`src/rtl/rtc_cal_pkg.sv`:
```
package rtc_cal_pkg;
  localparam int NUM_FIELDS = 7;
  localparam int F_SEC   = 0;
  localparam int F_MIN   = 1;
  localparam int F_HOUR  = 2;
  localparam int F_DATE  = 3;
  localparam int F_MONTH = 4;
  localparam int F_DOW   = 5;
  localparam int F_YEAR  = 6;

  typedef logic [7:0] bcd8_t;

  function automatic bcd8_t field_mask(input int idx);
    case (idx)
      F_MIN:   return 8'h7F;
      F_HOUR:  return 8'hBF;
      F_DATE:  return 8'h3F;
      F_MONTH: return 8'h1F;
      F_DOW:   return 8'h07;
      default: return 8'hFF;
    endcase
  endfunction

  function automatic bcd8_t field_reset(input int idx);
    case (idx)
      F_DATE, F_MONTH, F_DOW: return 8'h01;
      default:                return 8'h00;
    endcase
  endfunction

  // Add one to a two-digit BCD value (no wrap handling at 99).
  function automatic bcd8_t bcd_inc(input bcd8_t v);
    if (v[3:0] == 4'h9) return {v[7:4] + 4'h1, 4'h0};
    return {v[7:4], v[3:0] + 4'h1};
  endfunction

  // Seconds/minutes successor, 59 wraps to 00, upper bits cleared.
  function automatic bcd8_t mod60_next(input bcd8_t v);
    if (v[6:0] == 7'h59) return 8'h00;
    return bcd_inc({1'b0, v[6:0]});
  endfunction

  // Divisible by four: even tens need units 0/4/8, odd tens need 2/6.
  function automatic logic is_leap(input bcd8_t y);
    if (y[4]) return (y[3:0] == 4'h2) || (y[3:0] == 4'h6);
    return (y[3:0] == 4'h0) || (y[3:0] == 4'h4) || (y[3:0] == 4'h8);
  endfunction

  function automatic bcd8_t last_day(input bcd8_t m, input bcd8_t y);
    case (m[4:0])
      5'h02:                      return is_leap(y) ? 8'h29 : 8'h28;
      5'h04, 5'h06, 5'h09, 5'h11: return 8'h30;
      default:                    return 8'h31;
    endcase
  endfunction

  function automatic logic hour_day_end(input bcd8_t h);
    if (h[7]) return h[5] && (h[4:0] == 5'h11);
    return h[5:0] == 6'h23;
  endfunction

  function automatic bcd8_t hour_next(input bcd8_t h);
    bcd8_t t;
    if (h[7]) begin
      if (h[4:0] == 5'h12) return {2'b10, h[5], 5'h01};
      if (h[4:0] == 5'h11) return {2'b10, ~h[5], 5'h12};
      t = bcd_inc({3'b000, h[4:0]});
      return {2'b10, h[5], t[4:0]};
    end
    if (h[5:0] == 6'h23) return 8'h00;
    return bcd_inc({2'b00, h[5:0]});
  endfunction
endpackage

```
`src/rtl/rtc_field_reg.sv`:
```
module rtc_field_reg
  import rtc_cal_pkg::*;
#(
  parameter bcd8_t MASK      = 8'hFF,
  parameter bcd8_t RESET_VAL = 8'h00
) (
  input  logic  clk,
  input  logic  rst_n,
  input  logic  load,
  input  bcd8_t load_val,
  input  logic  step,
  input  bcd8_t step_val,
  output bcd8_t q
);
  always_ff @(posedge clk or negedge rst_n) begin
    if (!rst_n)    q <= RESET_VAL;
    else if (load) q <= load_val & MASK;
    else if (step) q <= step_val & MASK;
  end
endmodule

```
`src/rtl/rtc_time_chain.sv`:
```
module rtc_time_chain
  import rtc_cal_pkg::*;
(
  input  logic  run,
  input  bcd8_t sec,
  input  bcd8_t min,
  input  bcd8_t hour,
  output bcd8_t sec_nxt,
  output bcd8_t min_nxt,
  output bcd8_t hour_nxt,
  output logic  sec_carry,
  output logic  min_carry,
  output logic  day_carry
);
  always_comb begin
    sec_nxt   = mod60_next(sec);
    min_nxt   = mod60_next(min);
    hour_nxt  = hour_next(hour);
    sec_carry = run && (sec[6:0] == 7'h59);
    min_carry = sec_carry && (min[6:0] == 7'h59);
    day_carry = min_carry && hour_day_end(hour);
  end
endmodule

```
`src/rtl/rtc_date_chain.sv`:
```
module rtc_date_chain
  import rtc_cal_pkg::*;
(
  input  logic  day_carry,
  input  bcd8_t date,
  input  bcd8_t month,
  input  bcd8_t dow,
  input  bcd8_t year,
  output bcd8_t date_nxt,
  output bcd8_t month_nxt,
  output bcd8_t dow_nxt,
  output bcd8_t year_nxt,
  output logic  month_carry,
  output logic  year_carry
);
  bcd8_t month_end;
  logic  at_end;

  always_comb begin
    month_end   = last_day(month, year);
    at_end      = (date[5:0] == month_end[5:0]);
    date_nxt    = at_end ? 8'h01 : bcd_inc({2'b00, date[5:0]});
    dow_nxt     = (dow[2:0] >= 3'd7) ? 8'h01 : {5'b0, dow[2:0] + 3'd1};
    month_nxt   = (month[4:0] == 5'h12) ? 8'h01 : bcd_inc({3'b000, month[4:0]});
    year_nxt    = (year == 8'h99) ? 8'h00 : bcd_inc(year);
    month_carry = day_carry && at_end;
    year_carry  = month_carry && (month[4:0] == 5'h12);
  end
endmodule

```
`src/rtl/bcd_calendar_timer.sv`:
```
module bcd_calendar_timer
  import rtc_cal_pkg::*;
(
  input  logic       clk,
  input  logic       rst_n,
  input  logic       tick_1hz,
  input  logic [6:0] wr_en,
  input  logic [7:0] wr_data,
  output logic [7:0] sec_q,
  output logic [7:0] min_q,
  output logic [7:0] hour_q,
  output logic [7:0] date_q,
  output logic [7:0] month_q,
  output logic [7:0] dow_q,
  output logic [7:0] year_q
);
  bcd8_t [NUM_FIELDS-1:0] fq;
  bcd8_t [NUM_FIELDS-1:0] fnxt;
  logic  [NUM_FIELDS-1:0] fstep;

  logic run;
  logic sec_carry, min_carry, day_carry, month_carry, year_carry;

  // A halted clock or any register write drops this cycle's tick.
  assign run = tick_1hz && !fq[F_SEC][7] && (wr_en == '0);

  rtc_time_chain u_time (
    .run       (run),
    .sec       (fq[F_SEC]),
    .min       (fq[F_MIN]),
    .hour      (fq[F_HOUR]),
    .sec_nxt   (fnxt[F_SEC]),
    .min_nxt   (fnxt[F_MIN]),
    .hour_nxt  (fnxt[F_HOUR]),
    .sec_carry (sec_carry),
    .min_carry (min_carry),
    .day_carry (day_carry)
  );

  rtc_date_chain u_date (
    .day_carry   (day_carry),
    .date        (fq[F_DATE]),
    .month       (fq[F_MONTH]),
    .dow         (fq[F_DOW]),
    .year        (fq[F_YEAR]),
    .date_nxt    (fnxt[F_DATE]),
    .month_nxt   (fnxt[F_MONTH]),
    .dow_nxt     (fnxt[F_DOW]),
    .year_nxt    (fnxt[F_YEAR]),
    .month_carry (month_carry),
    .year_carry  (year_carry)
  );

  assign fstep[F_SEC]   = run;
  assign fstep[F_MIN]   = sec_carry;
  assign fstep[F_HOUR]  = min_carry;
  assign fstep[F_DATE]  = day_carry;
  assign fstep[F_DOW]   = day_carry;
  assign fstep[F_MONTH] = month_carry;
  assign fstep[F_YEAR]  = year_carry;

  for (genvar i = 0; i < NUM_FIELDS; i++) begin : g_field
    rtc_field_reg #(
      .MASK      (field_mask(i)),
      .RESET_VAL (field_reset(i))
    ) u_reg (
      .clk      (clk),
      .rst_n    (rst_n),
      .load     (wr_en[i]),
      .load_val (wr_data),
      .step     (fstep[i]),
      .step_val (fnxt[i]),
      .q        (fq[i])
    );
  end

  assign sec_q   = fq[F_SEC];
  assign min_q   = fq[F_MIN];
  assign hour_q  = fq[F_HOUR];
  assign date_q  = fq[F_DATE];
  assign month_q = fq[F_MONTH];
  assign dow_q   = fq[F_DOW];
  assign year_q  = fq[F_YEAR];
endmodule

```
`config.mk`:
```
export PLATFORM = sky130hd
export DESIGN_NAME = bcd_calendar_timer
export DESIGN_NICKNAME = d
export VERILOG_FILES = /design/src/rtl/rtc_cal_pkg.sv /design/src/rtl/rtc_field_reg.sv /design/src/rtl/rtc_time_chain.sv /design/src/rtl/rtc_date_chain.sv /design/src/rtl/bcd_calendar_timer.sv
export SDC_FILE = /design/constraint.sdc
export NUM_CORES = 1
export LEC_CHECK = 0
export ABC_CLOCK_PERIOD_IN_PS = 3700
export BUFFER_PORTS_ARGS = -buffer_cell sky130_fd_sc_hd__buf_2
export CAP_MARGIN = 40
export CORE_UTILIZATION = 31
export DETAILED_ROUTE_END_ITERATION = 8
export SYNTH_ARGS = -nofsm -noshare
export SYNTH_HDL_FRONTEND = slang
export SYNTH_SLANG_ARGS = --single-unit
```
`constraint.sdc`:
```
create_clock -name clk -period 3.7 [get_ports clk]
set_input_delay 0.74 -clock clk [delete_from_list [all_inputs] [get_ports clk]]
set_output_delay 0.74 -clock clk [all_outputs]
set_load 0.03 [all_outputs]
```
======== Yosys cells after proc, flatten, opt, wreduce, memory -nomap -nowiden ========
Index checks and enable logic that the tools add are counted.
Widths: inputs -> output; s select.
word-level totals
  register bits after elaboration ......... 56
  output and inout bits ................... 56
  logic and storage cells ................. 162
  input bits .............................. 18
operators by class
  $lt $le $gt $ge ......................... 1
  reductions and logical operators ........ 34
  mux-type cells .......................... 76
  eq/ne operators ......................... 23
  bitwise gates (word level) .............. 1
  $add $sub $neg .......................... 14
operator list
  kind                 count
  $mux 8               31
  $mux 1               31
  $add 4x1->4 const B  7
  $eq 4x4->1 const B   7
  $mux 7               4
  $mux 5               5
  $eq 5x5->1 const B   4
  $mux 6               3
  $reduce_bool 3->1    5
  $eq 7x7->1 const B   2
  $reduce_bool 2->1    7
  $pmux 6 s2           1
  $reduce_and 2->1     6
  $eq 5x3->1 const B   2
  $eq 4x3->1 const B   2
  $eq 8x8->1 const B   1
  $logic_and 1x1->1    8
  $logic_not 7->1      1
  $add 3x1->3 const B  2
  $eq 6x6->1           1
  $eq 6x6->1 const B   1
  $eq 5x2->1 const B   1
  $eq 5x4->1 const B   1
  $add 3x1->4 const B  1
  other kinds (12)     15

======== Logic depth before layout (Yosys ltp) ========
Gate-level depths: netlist (run 1).
  depth after elaboration ................. 17
  depth in mapped cells ................... 9

======== Modules after synthesis ========
From an unflattened synthesis (run 1), not the netlist that was laid out.
second synthesis, totals
  cell total of the unflattened synthesis .. 419
  area, all modules ....................... 3,616.0 um2
modules (own cells, without submodules)
  module                                 cells an instance  times used  area an instance (um2)
  rtc_date_chain                         116                1           755.7
  rtc_field_reg at g_field[0].u_reg ...  34                 2           372.9
  rtc_time_chain                         94                 1           683.2
  rtc_field_reg at g_field[1].u_reg ...  32                 2           336.6
  rtc_field_reg at g_field[3].u_reg      29                 1           299.0
  rtc_field_reg at g_field[4].u_reg      26                 1           262.8
  rtc_field_reg at g_field[5].u_reg      18                 1           173.9
  bcd_calendar_timer                     4                  1           22.5

======== Worst setup path before layout (run 1) ========
No wires, ideal clock.
  path kind ............................... input -> register
  start ................................... input port wr_en[0]
  end ..................................... register g_field[6].u_reg.q[2]
  stages .................................. 8
  data required time ...................... 3.618 ns
  arrival ................................. 2.610 ns
  slack ................................... 1.008 ns
  cells stage by stage .................... buf_2 -> nor3_1 -> and4_1 -> buf_2 -> o2111ai_4 -> or4_1 -> or3_1 -> a31oi_1
on the way
  longest elaborated chain between the ends .. 8
RTL lines
  item                                line                      RTL
  from (decl)                         bcd_calendar_timer.sv:7   input logic [6:0] wr_en,
  $logic_not 7->1                     bcd_calendar_timer.sv:25  assign run = tick_1hz && !fq[F_SEC][7] && (wr_en == '0);
  $logic_and 1x1->1                   bcd_calendar_timer.sv:25
  $logic_and 1x1->1                   rtc_time_chain.sv:19      sec_carry = run && (sec[6:0] == 7'h59);
  $logic_and 1x1->1                   rtc_time_chain.sv:20      min_carry = sec_carry && (min[6:0] == 7'h59);
  $logic_and 1x1->1                   rtc_time_chain.sv:21      day_carry = min_carry && hour_day_end(hour);
  $logic_and 1x1->1                   rtc_date_chain.sv:26      month_carry = day_carry && at_end;
  $logic_and 1x1->1                   rtc_date_chain.sv:27      year_carry = month_carry && (month[4:0] == 5'h12);
  $reduce_bool 2->1 (no source line)  --
  to (signal assigned)                rtc_field_reg.sv:17       else if (load) q <= load_val & MASK;
  to (signal assigned)                rtc_field_reg.sv:18       else if (step) q <= step_val & MASK;
  to (decl)                           rtc_field_reg.sv:13       output bcd8_t q
Every way passes these cells.
A chain may end at the register's enable or synchronous reset.

======== Final worst setup path (run 1) ========
  start ................................... register g_field[4].u_reg.q[1]
  end ..................................... register g_field[4].u_reg.q[4]
on the way
  longest elaborated chain between the ends .. 7
RTL lines
  item                                      line                  RTL
  from (decl)                               rtc_field_reg.sv:13
  from (signal assigned)                    rtc_field_reg.sv:17
  from (signal assigned)                    rtc_field_reg.sv:18
  $eq 5x3->1, or another cell as far along  rtc_cal_pkg.sv:50     case (m[4:0])
  $reduce_or 4->1                           rtc_cal_pkg.sv:50
  $pmux 6 s2                                rtc_cal_pkg.sv:50
  $eq 6x6->1                                rtc_date_chain.sv:21  at_end = (date[5:0] == month_end[5:0]);
  $logic_and 1x1->1                         rtc_date_chain.sv:26
  $reduce_bool 2->1 (no source line)        --
  $reduce_and 2->1 (no source line)         --
Several ways; a longest one is shown, not always the timed one. The select of a mux whose other input is x is not followed.

==> results of run 1 <==
## layer usage
metal	track usage	vias to the layer above	share of wire
met1	0.229	1488	0.46
met5	0	-	0
met3	0.0250	7	0.051
li1	-	1496	-
met2	0.282	73	0.48
met4	0.0412	0	0.0088
## report_power, final
part / total [mW] / switching (mW) / internal (mW)
combinational: 0.405 / 0.266 / 0.139
sequential: 0.622 / 0.0918 / 0.530
clock: 0.522 / 0.184 / 0.338
## worst max path at each step
stage                     startpoint                    end  slack [ns]  cells after the start
2_1_floorplan               wr_en[0]  g_field[6].u_reg.q[2]        1.01                      8
3_3_place_gp                wr_en[0]  g_field[6].u_reg.q[2]        0.79                      7
3_5_place_dp                wr_en[0]  g_field[6].u_reg.q[6]        0.70                      7
4_1_cts        g_field[4].u_reg.q[1]  g_field[4].u_reg.q[4]        0.99                      6
5_1_grt        g_field[4].u_reg.q[1]  g_field[4].u_reg.q[4]        0.79                      6
6_report       g_field[4].u_reg.q[1]  g_field[4].u_reg.q[4]        0.98                      6
## Yosys cell counts (6+ instances only)
library cell | n | area share
nand2_1 | 50 | 0.057
dfrtp_1 | 41 | 0.31
nor2_1 | 27 | 0.031
o21ai_0 | 27 | 0.041
a21oi_1 | 21 | 0.032
inv_1 | 16 | 0.018
buf_4 | 13 | 0.030
ha_1 | 13 | 0.050
clkbuf_1 | 11 | 0.013
nand3b_1 | 10 | 0.023
nor3_1 | 10 | 0.015
nor3b_1 | 9 | 0.021
o21ai_1 | 8 | 0.012
mux2i_1 | 7 | 0.021
a22oi_1 | 6 | 0.014
nand2b_1 | 6 | 0.011
o211ai_1 | 6 | 0.014
## worst max-delay path, stage by stage (launching register included)
cell and delay, ns:
dfrtp_1 0.62, or4b_4 0.56, nor4b_4 0.27, o21ai_1 0.19, nor4_2 0.55, a21oi_1 0.13
o31a_1 0.29
## final cells by class
cell class	instances	area, um^2	area share
Clock buffer	5	68.8	0.0181
Clock inverter	3	90.1	0.0237
Inverter	17	63.8	0.0168
Multi-Input combinational cell	306	1980	0.521
Sequential cell	44	1100	0.290
Tap cell	136	170	0.0447
Timing Repair Buffer	62	325	0.0854
## metrics by stage
stage / utilization / std cells / setup WS [ns] / area (um^2) / power, mW
2_1_floorplan: - / 396 / 1.01 / 3320 / 0.912
3_3_place_gp: 0.353 / 564 / 0.792 / 3630 / 1.03
3_5_place_dp: 0.355 / 565 / 0.702 / 3650 / 1.04
4_1_cts: 0.370 / 573 / 0.994 / 3810 / 1.56
5_1_grt: 0.370 / 573 / 0.794 / 3810 / 1.63
6_report: 0.370 / 573 / 0.978 / 3810 / 1.55
## cell families after synthesis
family	synth area share
and+or+nand+nor	0.265
AOI/OAI and AO/OA	0.233
buffers and inverters	0.0713
DFF	0.337
adders and majority gates	0.0496
muxes	0.0351
xor gates and xnor gates	0.00801
other	0.00114
==> metrics.json, run 1 <==
{
  "period_needed": {"value": 2.72, "unit": "ns"},
  "cts-resized-gates": {"value": 0},
  "core_footprint": {"value": 10300, "unit": "um^2"},
  "synth_cell_types": {"value": 73},
  "diodes": {"value": 0},
  "setup_tns": {"value": 0, "unit": "ns"},
  "start_util": {"value": 0.319},
  "area_added_between_synthesis_and_finish": {"value": 16.0, "unit": "%"},
  "critical_path.startpoint_type": {"value": "flop"},
  "gp_routability_congestion": {"value": 0.794},
  "clk_latency": {"value": 0.30, "unit": "ns"},
  "timing_hold_violations_final": {"value": 0},
  "reg2reg_setup_slack": {"value": 0.98, "unit": "ns"},
  "nets": {"value": 467},
  "synthesis.instances": {"value": 385},
  "h_tree_levels": {"value": 2},
  "post-cts-setup-buffer-count": {"value": 0},
  "io_buffer_count": {"value": 61},
  "layout.cells.most_common": {"value": "buf_2"},
  "drt-total-wl": {"value": 9.13, "unit": "mm"},
  "critPathRequiredTime": {"value": 3.90, "unit": "ns"},
  "setup_violations": {"value": 0},
  "worst_r2r_path_depth": {"value": 6},
  "drt_antenna_net_count": {"value": 0},
  "r2r-end": {"value": "g_field[4].u_reg.q[4]"},
  "finalMaxSlewViolations": {"value": 0},
  "clkTransAtPathRegs": {"value": 0.09, "unit": "ns"},
  "first_global_vias": {"value": 2873},
  "first_pass_iters": {"value": 4},
  "dieWidth": {"value": 105, "unit": "um"},
  "die_footprint": {"value": 11000, "unit": "um^2"},
  "synth_enable_flop_cells": {"value": 0},
  "cts_made_buffers": {"value": 5},
  "clk_root_buffer_cell": {"value": "clkbuf_8"},
  "final_cell_mix": {"value": "buf_2 (61), nand2_1 (50), dfrtp_1 (41)"},
  "clock_tree.buffer_depth": {"value": 2},
  "crit_arrival": {"value": 2.92, "unit": "ns"},
  "worst_pin_slew": {"value": 0.719, "unit": "ns"},
  "cts_hold_repair.buffers": {"value": 0},
  "regMostFlops": {"value": "g_field.u_reg.q"},
  "globalRouteTotalUtil": {"value": 0.169},
  "grt_antenna_before_repair": {"value": 0},
  "cts_num_sinks": {"value": 44},
  "per_cell_routed_wire_length": {"value": 15.9, "unit": "um"},
  "netlist_area_before_placement": {"value": 3280, "unit": "um^2"},
  "via_count": {"value": 3064},
  "min_period_over_period": {"value": 0.736},
  "power.static_leakage": {"value": 1.62, "unit": "nW"},
  "p_per_area": {"value": 407, "unit": "nW/um^2"},
  "layout_top_registers": {"value": "g_field.u_reg.q: 44 flops"},
  "top_achievable_clock_speed": {"value": 367, "unit": "MHz"},
  "end_kind": {"value": "flop"},
  "maxCapViolCount": {"value": 0},
  "global_route_wire_length_before_repair": {"value": 14.9, "unit": "mm"},
  "synth.yosys.seq_area_share": {"value": 0.337},
  "grt_start_max_net_pins": {"value": 30},
  "reg2reg_from": {"value": "g_field[4].u_reg.q[1]"},
  "detailedPlacementHpwl": {"value": 6.73, "unit": "mm"},
  "drive_above_1_share": {"value": 0.211},
  "dominantRegCellSynth": {"value": "dfrtp_1"},
  "post_synth.cell_area_avg": {"value": 8.52, "unit": "um^2"},
  "hold_ws": {"value": 0.353, "unit": "ns"},
  "run_status": {"value": "completed"},
  "slew_headroom": {"value": 0.518},
  "largest_register_ffs": {"value": 44},
  "fill_cells": {"value": 1105},
  "drcViolationCount": {"value": 0},
  "crit_fanout": {"value": 15},
  "num_io_pins": {"value": 74},
  "grt.overflow.total": {"value": 0},
  "cts_tree": {"value": "yes"},
  "worst_clock_skew": {"value": 0.00885, "unit": "ns"},
  "critPathKind": {"value": "flop to flop"},
  "rows": {"value": 37},
  "hold_path.class": {"value": "input port to asynchronous set/reset pin"},
  "drt_iter0_drc": {"value": 232},
  "flip_flop_and_latch_count_after_synthesis": {"value": 44},
  "async_flop_share": {"value": 1.00},
  "vias_per_cell": {"value": 5.35},
  "setup_repair_after_global_routing_missed_its_margin": {"value": "no"},
  "die_height": {"value": 105, "unit": "um"},
  "ir_worst_vdd": {"value": 0.264, "unit": "mV"},
  "yosysWarnings": {"value": 0}
}
(Power assumes the default switching activity.)
==> run 2, diff against run 1 <==
Settings changed: ABC_AREA from default to 1, ABC_CLOCK_PERIOD_IN_PS 3700 to 2750.
Clock period 3.7 ns to 2.75 ns, I/O delays scaled along.
==> metrics.json, run 2 <==
{
  "yosys.area_share.simple": {"value": 0.285},
  "drcViolationCount": {"value": 0},
  "grt.overflow.total": {"value": 0},
  "seq_power_share": {"value": 0.437},
  "power_switching_share": {"value": 0.424},
  "top_delay_family_on_crit_path": {"value": "simple AND/OR/NAND/NOR gates"},
  "layout_top_registers": {"value": "g_field.u_reg.q: 44 flops"},
  "h_tree_levels": {"value": 2},
  "layout.cells.most_common": {"value": "nand2_1"},
  "area_added_between_synthesis_and_finish": {"value": 16.2, "unit": "%"},
  "yosysWarnings": {"value": 0},
  "vias_per_cell": {"value": 4.90},
  "dr.max_layer_used": {"value": "met4"},
  "diodes": {"value": 0},
  "finish.utilization": {"value": 0.369},
  "critPathKind": {"value": "flop to flop"},
  "via_count": {"value": 3038},
  "power_report.internal_total": {"value": 1.13, "unit": "mW"},
  "die_height": {"value": 102, "unit": "um"},
  "clock_power_share": {"value": 0.207},
  "netlist_area_before_placement": {"value": 3090, "unit": "um^2"},
  "nets": {"value": 517},
  "synth_xor_area_frac": {"value": 0.0198},
  "setup_tns": {"value": 0, "unit": "ns"},
  "period_needed": {"value": 2.10, "unit": "ns"},
  "timing_hold_violations_final": {"value": 0},
  "timing.critical_path.slowest_cell_delay": {"value": 0.47, "unit": "ns"},
  "async_flop_share": {"value": 1.00},
  "switchingPower": {"value": 0.836, "unit": "mW"},
  "power.static_leakage": {"value": 1.83, "unit": "nW"},
  "crit_buf_inv": {"value": 0},
  "post_synth_main_area_contributors": {"value": "dfrtp_1 (33%), nand2_1 (12%), inv_1 (6.0%)"},
  "drt-total-wl": {"value": 8.48, "unit": "mm"},
  "final_cell_mix": {"value": "nand2_1 (95), buf_2 (61), inv_1 (49)"},
  "largest_register_ffs": {"value": 44},
  "drive_above_1_share": {"value": 0.216},
  "cts-resized-gates": {"value": 0},
  "power.share.combinational": {"value": 0.357},
  "drt_antenna_net_count": {"value": 0},
  "finalMaxSlewViolations": {"value": 0},
  "crit_arrival": {"value": 2.29, "unit": "ns"},
  "fin_area": {"value": 3590, "unit": "um^2"},
  "end_kind": {"value": "flop"},
  "clk_latency": {"value": 0.30, "unit": "ns"},
  "per_cell_routed_wire_length": {"value": 13.7, "unit": "um"},
  "clkTransAtPathRegs": {"value": 0.09, "unit": "ns"},
  "clock_tree.buffer_depth": {"value": 2},
  "drt_iter0_drc": {"value": 113},
  "globalRouteTotalUtil": {"value": 0.169},
  "cts_num_sinks": {"value": 44},
  "regMostFlops": {"value": "g_field.u_reg.q"},
  "synth-compound-area-share": {"value": 0.166},
  "clk_root_buffer_cell": {"value": "clkbuf_8"},
  "setup_violations": {"value": 0},
  "post-cts-setup-buffer-count": {"value": 0},
  "synthDominantAreaCellType": {"value": "dfrtp_1"},
  "grt_start_max_net_pins": {"value": 20},
  "first_pass_iters": {"value": 4},
  "synthesis.instances": {"value": 421},
  "gp_routability_congestion": {"value": 0.866},
  "top_achievable_clock_speed": {"value": 477, "unit": "MHz"},
  "p_per_area": {"value": 549, "unit": "nW/um^2"},
  "hold_ws": {"value": 0.186, "unit": "ns"},
  "grt_antenna_before_repair": {"value": 0},
  "dpl_cell_area": {"value": 3510, "unit": "um^2"},
  "ranking_of_synthesized_cells_by_instance_count": {"value": "nand2_1 (95), inv_1 (49), dfrtp_1 (41), nand3_1 (35), nor2_1 (31)"},
  "cts_hold_repair.buffers": {"value": 0},
  "wl_met3": {"value": 508, "unit": "um"},
  "synthMostInstantiatedCell": {"value": "nand2_1"},
  "die_footprint": {"value": 10400, "unit": "um^2"},
  "io_buffer_count": {"value": 61},
  "hold_path.class": {"value": "input port to asynchronous set/reset pin"},
  "critPathRequiredTime": {"value": 2.94, "unit": "ns"},
  "cts_made_buffers": {"value": 5},
  "worst_clock_skew": {"value": 0.0111, "unit": "ns"},
  "synth.mux.area_fraction": {"value": 0.00729},
  "rows": {"value": 36},
  "dominantRegCellSynth": {"value": "dfrtp_1"},
  "cp_common_cell": {"value": "nand2_1"},
  "synth_enable_flop_cells": {"value": 0},
  "wirelength_met1": {"value": 3.99, "unit": "mm"},
  "start_util": {"value": 0.318},
  "ir_worst_vdd": {"value": 0.197, "unit": "mV"},
  "min_period_over_period": {"value": 0.762},
  "synth.yosys.seq_area_share": {"value": 0.357},
  "synth_fa_ha_area_frac": {"value": 0.0526},
  "post_synth.cell_area_avg": {"value": 7.34, "unit": "um^2"},
  "maxCapViolCount": {"value": 0},
  "critical_path.startpoint_type": {"value": "flop"},
  "flip_flop_and_latch_count_after_synthesis": {"value": 44},
  "critPathSlowestCell": {"value": "dfrtp_1"},
  "crit_fanout": {"value": 12},
  "worstPathCellList": {"value": "ha_1 > nand2_1 > nor2_1 > nand3_1 > nor2_4 > nand2_4 > nor2_2 > nand2_1 > nand2_2 > nand2_1 > nand2_1 > nand2_1"},
  "run_status": {"value": "completed"},
  "setup_repair_after_global_routing_missed_its_margin": {"value": "no"},
  "wl_met2": {"value": 3.92, "unit": "mm"},
  "first_global_vias": {"value": 2841},
  "synth_cell_types": {"value": 43},
  "num_io_pins": {"value": 74},
  "cts_tree": {"value": "yes"},
  "global_route_wire_length_before_repair": {"value": 13.6, "unit": "mm"},
  "dieWidth": {"value": 102, "unit": "um"},
  "synthDominantCellAreaShare": {"value": 0.332},
  "detailedPlacementHpwl": {"value": 6.59, "unit": "mm"},
  "dominant_combinational_cell_family_by_area_after_synthesis": {"value": "simple AND/OR/NAND/NOR gates"},
  "core_footprint": {"value": 9730, "unit": "um^2"}
}
[run 2: worst paths after layout]
path                       cells past startpoint               endpoint             startpoint  slack [ns]
setup / recovery                              12  g_field[6].u_reg.q[6]  g_field[1].u_reg.q[0]        0.65
hold / removal                                 1  g_field[0].u_reg.q[3]                  rst_n        0.19
setup reg to reg                              12  g_field[6].u_reg.q[6]  g_field[1].u_reg.q[0]        0.65
hold reg to reg                                2  g_field[5].u_reg.q[0]  g_field[5].u_reg.q[0]        0.51
max in group asynchronous                      2  g_field[5].u_reg.q[0]                  rst_n        1.91
min in group clk                               3  g_field[3].u_reg.q[3]             wr_data[3]        0.50
[run 2: layout make-up]
type                       count  area, um^2
timing repair buffer          64         328
clock buffer                   8        80.1
multi-input combinational    311        1690
sequential                    44        1100
tap                          133         166
fill                        1063        6140
inverter                      60         225
[run 2: cells by family after synthesis]
kind of cell / Yosys count
compound gates: 83
xor+xnor: 7
fa+ha+maj: 13
buf+inv: 77
flops: 44
mux: 2
other cells: 1
simple gates: 194
[run 2: routing by layer]
layer  vias up  global-route usage
li1       1516                   -
met1      1422               0.229
met2        94               0.275
met3         6              0.0328
met4         0              0.0451
met5         -                   0
[run 2: power by group through the flow]
stage | clock network [mW] | logic [mW] | registers, mW
finish | 0.407 | 0.702 | 0.860
floorplan | 0 | 0.348 | 1.02
detailed placement | 0 | 0.703 | 0.871
global route | 0.445 | 0.779 | 0.879
CTS | 0.421 | 0.706 | 0.860
global placement | 0 | 0.696 | 0.870
[run 2: worst register-to-register path, stage by stage, from the launching register on]
cell,delay (ns)
dfrtp_1,0.47
ha_1,0.19
nand2_1,0.05
nor2_1,0.16
nand3_1,0.15
nor2_4,0.20
nand2_4,0.11
nor2_2,0.12
nand2_1,0.09
nand2_2,0.18
nand2_1,0.15
nand2_1,0.09
nand2_1,0.05
[run 2: per-stage QoR]
step	setup slack, ns	total power [mW]	instances
after floorplan	0.836	1.36	432
after global placement	0.528	1.57	612
after CTS	0.662	1.99	620
after global routing	0.414	2.10	620
final	0.654	1.97	620
after detailed placement	0.434	1.57	612
==> run 3, diff against run 2 <==
Settings changed: ABC_CLOCK_PERIOD_IN_PS 2750 to 1900.
Clock period 2.75 ns to 1.9 ns, I/O delays scaled along.
==> metrics.json, run 3 (same netlist as run 2, synthesis figures left out) <==
{
  "nets": {"value": 552},
  "power.share.combinational": {"value": 0.396},
  "critPathRequiredTime": {"value": 2.12, "unit": "ns"},
  "min_period_over_period": {"value": 0.994},
  "placed_cell_count": {"value": 639},
  "layout.cells.most_common": {"value": "nand2_1"},
  "clock_power_share": {"value": 0.206},
  "core_footprint": {"value": 9730, "unit": "um^2"},
  "switchingPower": {"value": 1.29, "unit": "mW"},
  "setup_violations": {"value": 0},
  "crit_arrival": {"value": 2.11, "unit": "ns"},
  "setup_tns": {"value": 0, "unit": "ns"},
  "hold_ws": {"value": 0.0317, "unit": "ns"},
  "clk_root_buffer_cell": {"value": "clkbuf_8"},
  "finalMaxSlewViolations": {"value": 0},
  "drive_above_1_share": {"value": 0.318},
  "rows": {"value": 36},
  "ir_worst_vdd": {"value": 0.345, "unit": "mV"},
  "hold_path.class": {"value": "input port to asynchronous set/reset pin"},
  "vias_per_cell": {"value": 4.87},
  "cts_tree": {"value": "yes"},
  "timing.critical_path.slowest_cell_delay": {"value": 0.61, "unit": "ns"},
  "clock_tree.buffer_depth": {"value": 2},
  "dieWidth": {"value": 102, "unit": "um"},
  "fin_cells": {"value": 655},
  "period_needed": {"value": 1.89, "unit": "ns"},
  "end_kind": {"value": "flop"},
  "num_io_pins": {"value": 74},
  "worstPathCellList": {"value": "inv_4 > nor2_4 > nand3_2 > nand2_1 > nor2_1 > nand3_2 > nand3_4 > buf_6 > o21ai_4 > buf_6 > nand2_1 > o21ai_1"},
  "finish.utilization": {"value": 0.412},
  "crit_fanout": {"value": 5},
  "detailedPlacementHpwl": {"value": 6.69, "unit": "mm"},
  "start_util": {"value": 0.318},
  "diodes": {"value": 0},
  "globalRouteTotalUtil": {"value": 0.175},
  "area_added_between_synthesis_and_finish": {"value": 29.6, "unit": "%"},
  "run_status": {"value": "completed"},
  "power_report.internal_total": {"value": 1.77, "unit": "mW"},
  "layout_top_registers": {"value": "g_field.u_reg.q: 44 flops"},
  "seq_power_share": {"value": 0.398},
  "drt_antenna_net_count": {"value": 0},
  "top_achievable_clock_speed": {"value": 530, "unit": "MHz"},
  "gp_routability_congestion": {"value": 0.866},
  "clkTransAtPathRegs": {"value": 0.09, "unit": "ns"},
  "drcViolationCount": {"value": 0},
  "per_cell_routed_wire_length": {"value": 13.7, "unit": "um"},
  "via_count": {"value": 3191},
  "final_cell_mix": {"value": "nand2_1 (86), buf_2 (61), inv_1 (48)"},
  "global_route_wire_length_before_repair": {"value": 14.1, "unit": "mm"},
  "cts_num_sinks": {"value": 44},
  "grt_antenna_before_repair": {"value": 0},
  "grt.overflow.total": {"value": 0},
  "die_height": {"value": 102, "unit": "um"},
  "power_switching_share": {"value": 0.420},
  "dpl_cell_area": {"value": 3730, "unit": "um^2"},
  "die_footprint": {"value": 10400, "unit": "um^2"},
  "setup_repair_after_global_routing_missed_its_margin": {"value": "yes"},
  "critPathSlowestCell": {"value": "dfstp_2"},
  "drt_iter0_drc": {"value": 156},
  "cts_hold_repair.buffers": {"value": 0},
  "drt-total-wl": {"value": 8.95, "unit": "mm"},
  "h_tree_levels": {"value": 2},
  "io_buffer_count": {"value": 61},
  "p_per_area": {"value": 764, "unit": "nW/um^2"},
  "worst_clock_skew": {"value": 0.0103, "unit": "ns"},
  "fin_area": {"value": 4010, "unit": "um^2"},
  "cts_made_buffers": {"value": 5},
  "critical_path.startpoint_type": {"value": "flop"},
  "power.static_leakage": {"value": 2.04, "unit": "nW"},
  "clk_latency": {"value": 0.30, "unit": "ns"},
  "first_global_vias": {"value": 2949},
  "regMostFlops": {"value": "g_field.u_reg.q"},
  "first_pass_iters": {"value": 5},
  "maxCapViolCount": {"value": 0},
  "timing_hold_violations_final": {"value": 0},
  "grt_start_max_net_pins": {"value": 27},
  "largest_register_ffs": {"value": 44},
  "critPathKind": {"value": "flop to flop"}
}
## run 3: cell count changes in the layout (fill, tap and decap cells not counted), sizes merged
| cell | previous run | this run |
|---|---|---|
| clkbuf | 8 | 6 |
| inv | 59 | 60 |
| buf | 64 | 99 |
| clkinv | 1 | 2 |
## run 3: worst max-delay path, delay by kind of cell, from the launching register on
family	cells	cell delay [ns]
flops	1	0.61
simple gates	7	0.58
buf+inv	3	0.33
compound gates	2	0.28
## run 3: final cells by class
cell class              instances  area [um^2]
fillers                      1040         5720
clock inverters                 2         10.0
flip-flops and latches         44         1110
repair buffers                 99          622
multi-input cells             311         1790
well taps                     133          166
inverters                      60          228
clock buffers                   6         82.6
## run 3: metrics by stage
stage / setup slack [ns] / total power, mW
floorplan: 0.0147 / 1.98
global placement: 0.0249 / 2.34
detailed placement: -0.0477 / 2.36
CTS: 0.0111 / 3.01
global route: -0.0791 / 3.27
finish: 0.0118 / 3.06
## run 3: final timing paths
| check | slack, ns | to | from | depth (start not counted) |
|---|---|---|---|---|
| max | 0.01 | g_field[4].u_reg.q[1] | g_field[4].u_reg.q[0] | 12 |
| min | 0.03 | g_field[2].u_reg.q[2] | rst_n | 1 |
| max reg2reg | 0.01 | g_field[4].u_reg.q[1] | g_field[4].u_reg.q[0] | 12 |
| min reg2reg | 0.52 | g_field[5].u_reg.q[0] | g_field[5].u_reg.q[0] | 2 |
| max in group asynchronous | 1.28 | g_field[3].u_reg.q[0] | rst_n | 2 |
| min in group clk | 0.32 | g_field[2].u_reg.q[0] | wr_en[2] | 3 |
## run 3: what timing repair did
item | 4_1_cts | 5_1_grt
pin swaps | 1 | 15
setup buffers | 3 | 5
gates resized for setup | 1 | 38
setup endpoints to repair | 9 | 16
## run 3: power by group through the flow
stage	combinational (mW)	clock (mW)	sequential (mW)
floorplan	0.503	0	1.47
global placement	1.12	0	1.23
detailed placement	1.13	0	1.23
CTS	1.14	0.659	1.21
global route	1.33	0.700	1.24
finish	1.21	0.631	1.22
## run 3: per-layer routing
metal  track usage  part of all wire  vias to the layer above
li1              -                 -                     1588
met1         0.233              0.46                     1473
met2         0.298              0.46                      116
met3        0.0301             0.064                       14
met4        0.0418             0.015                        0
met5             0                 0                        -
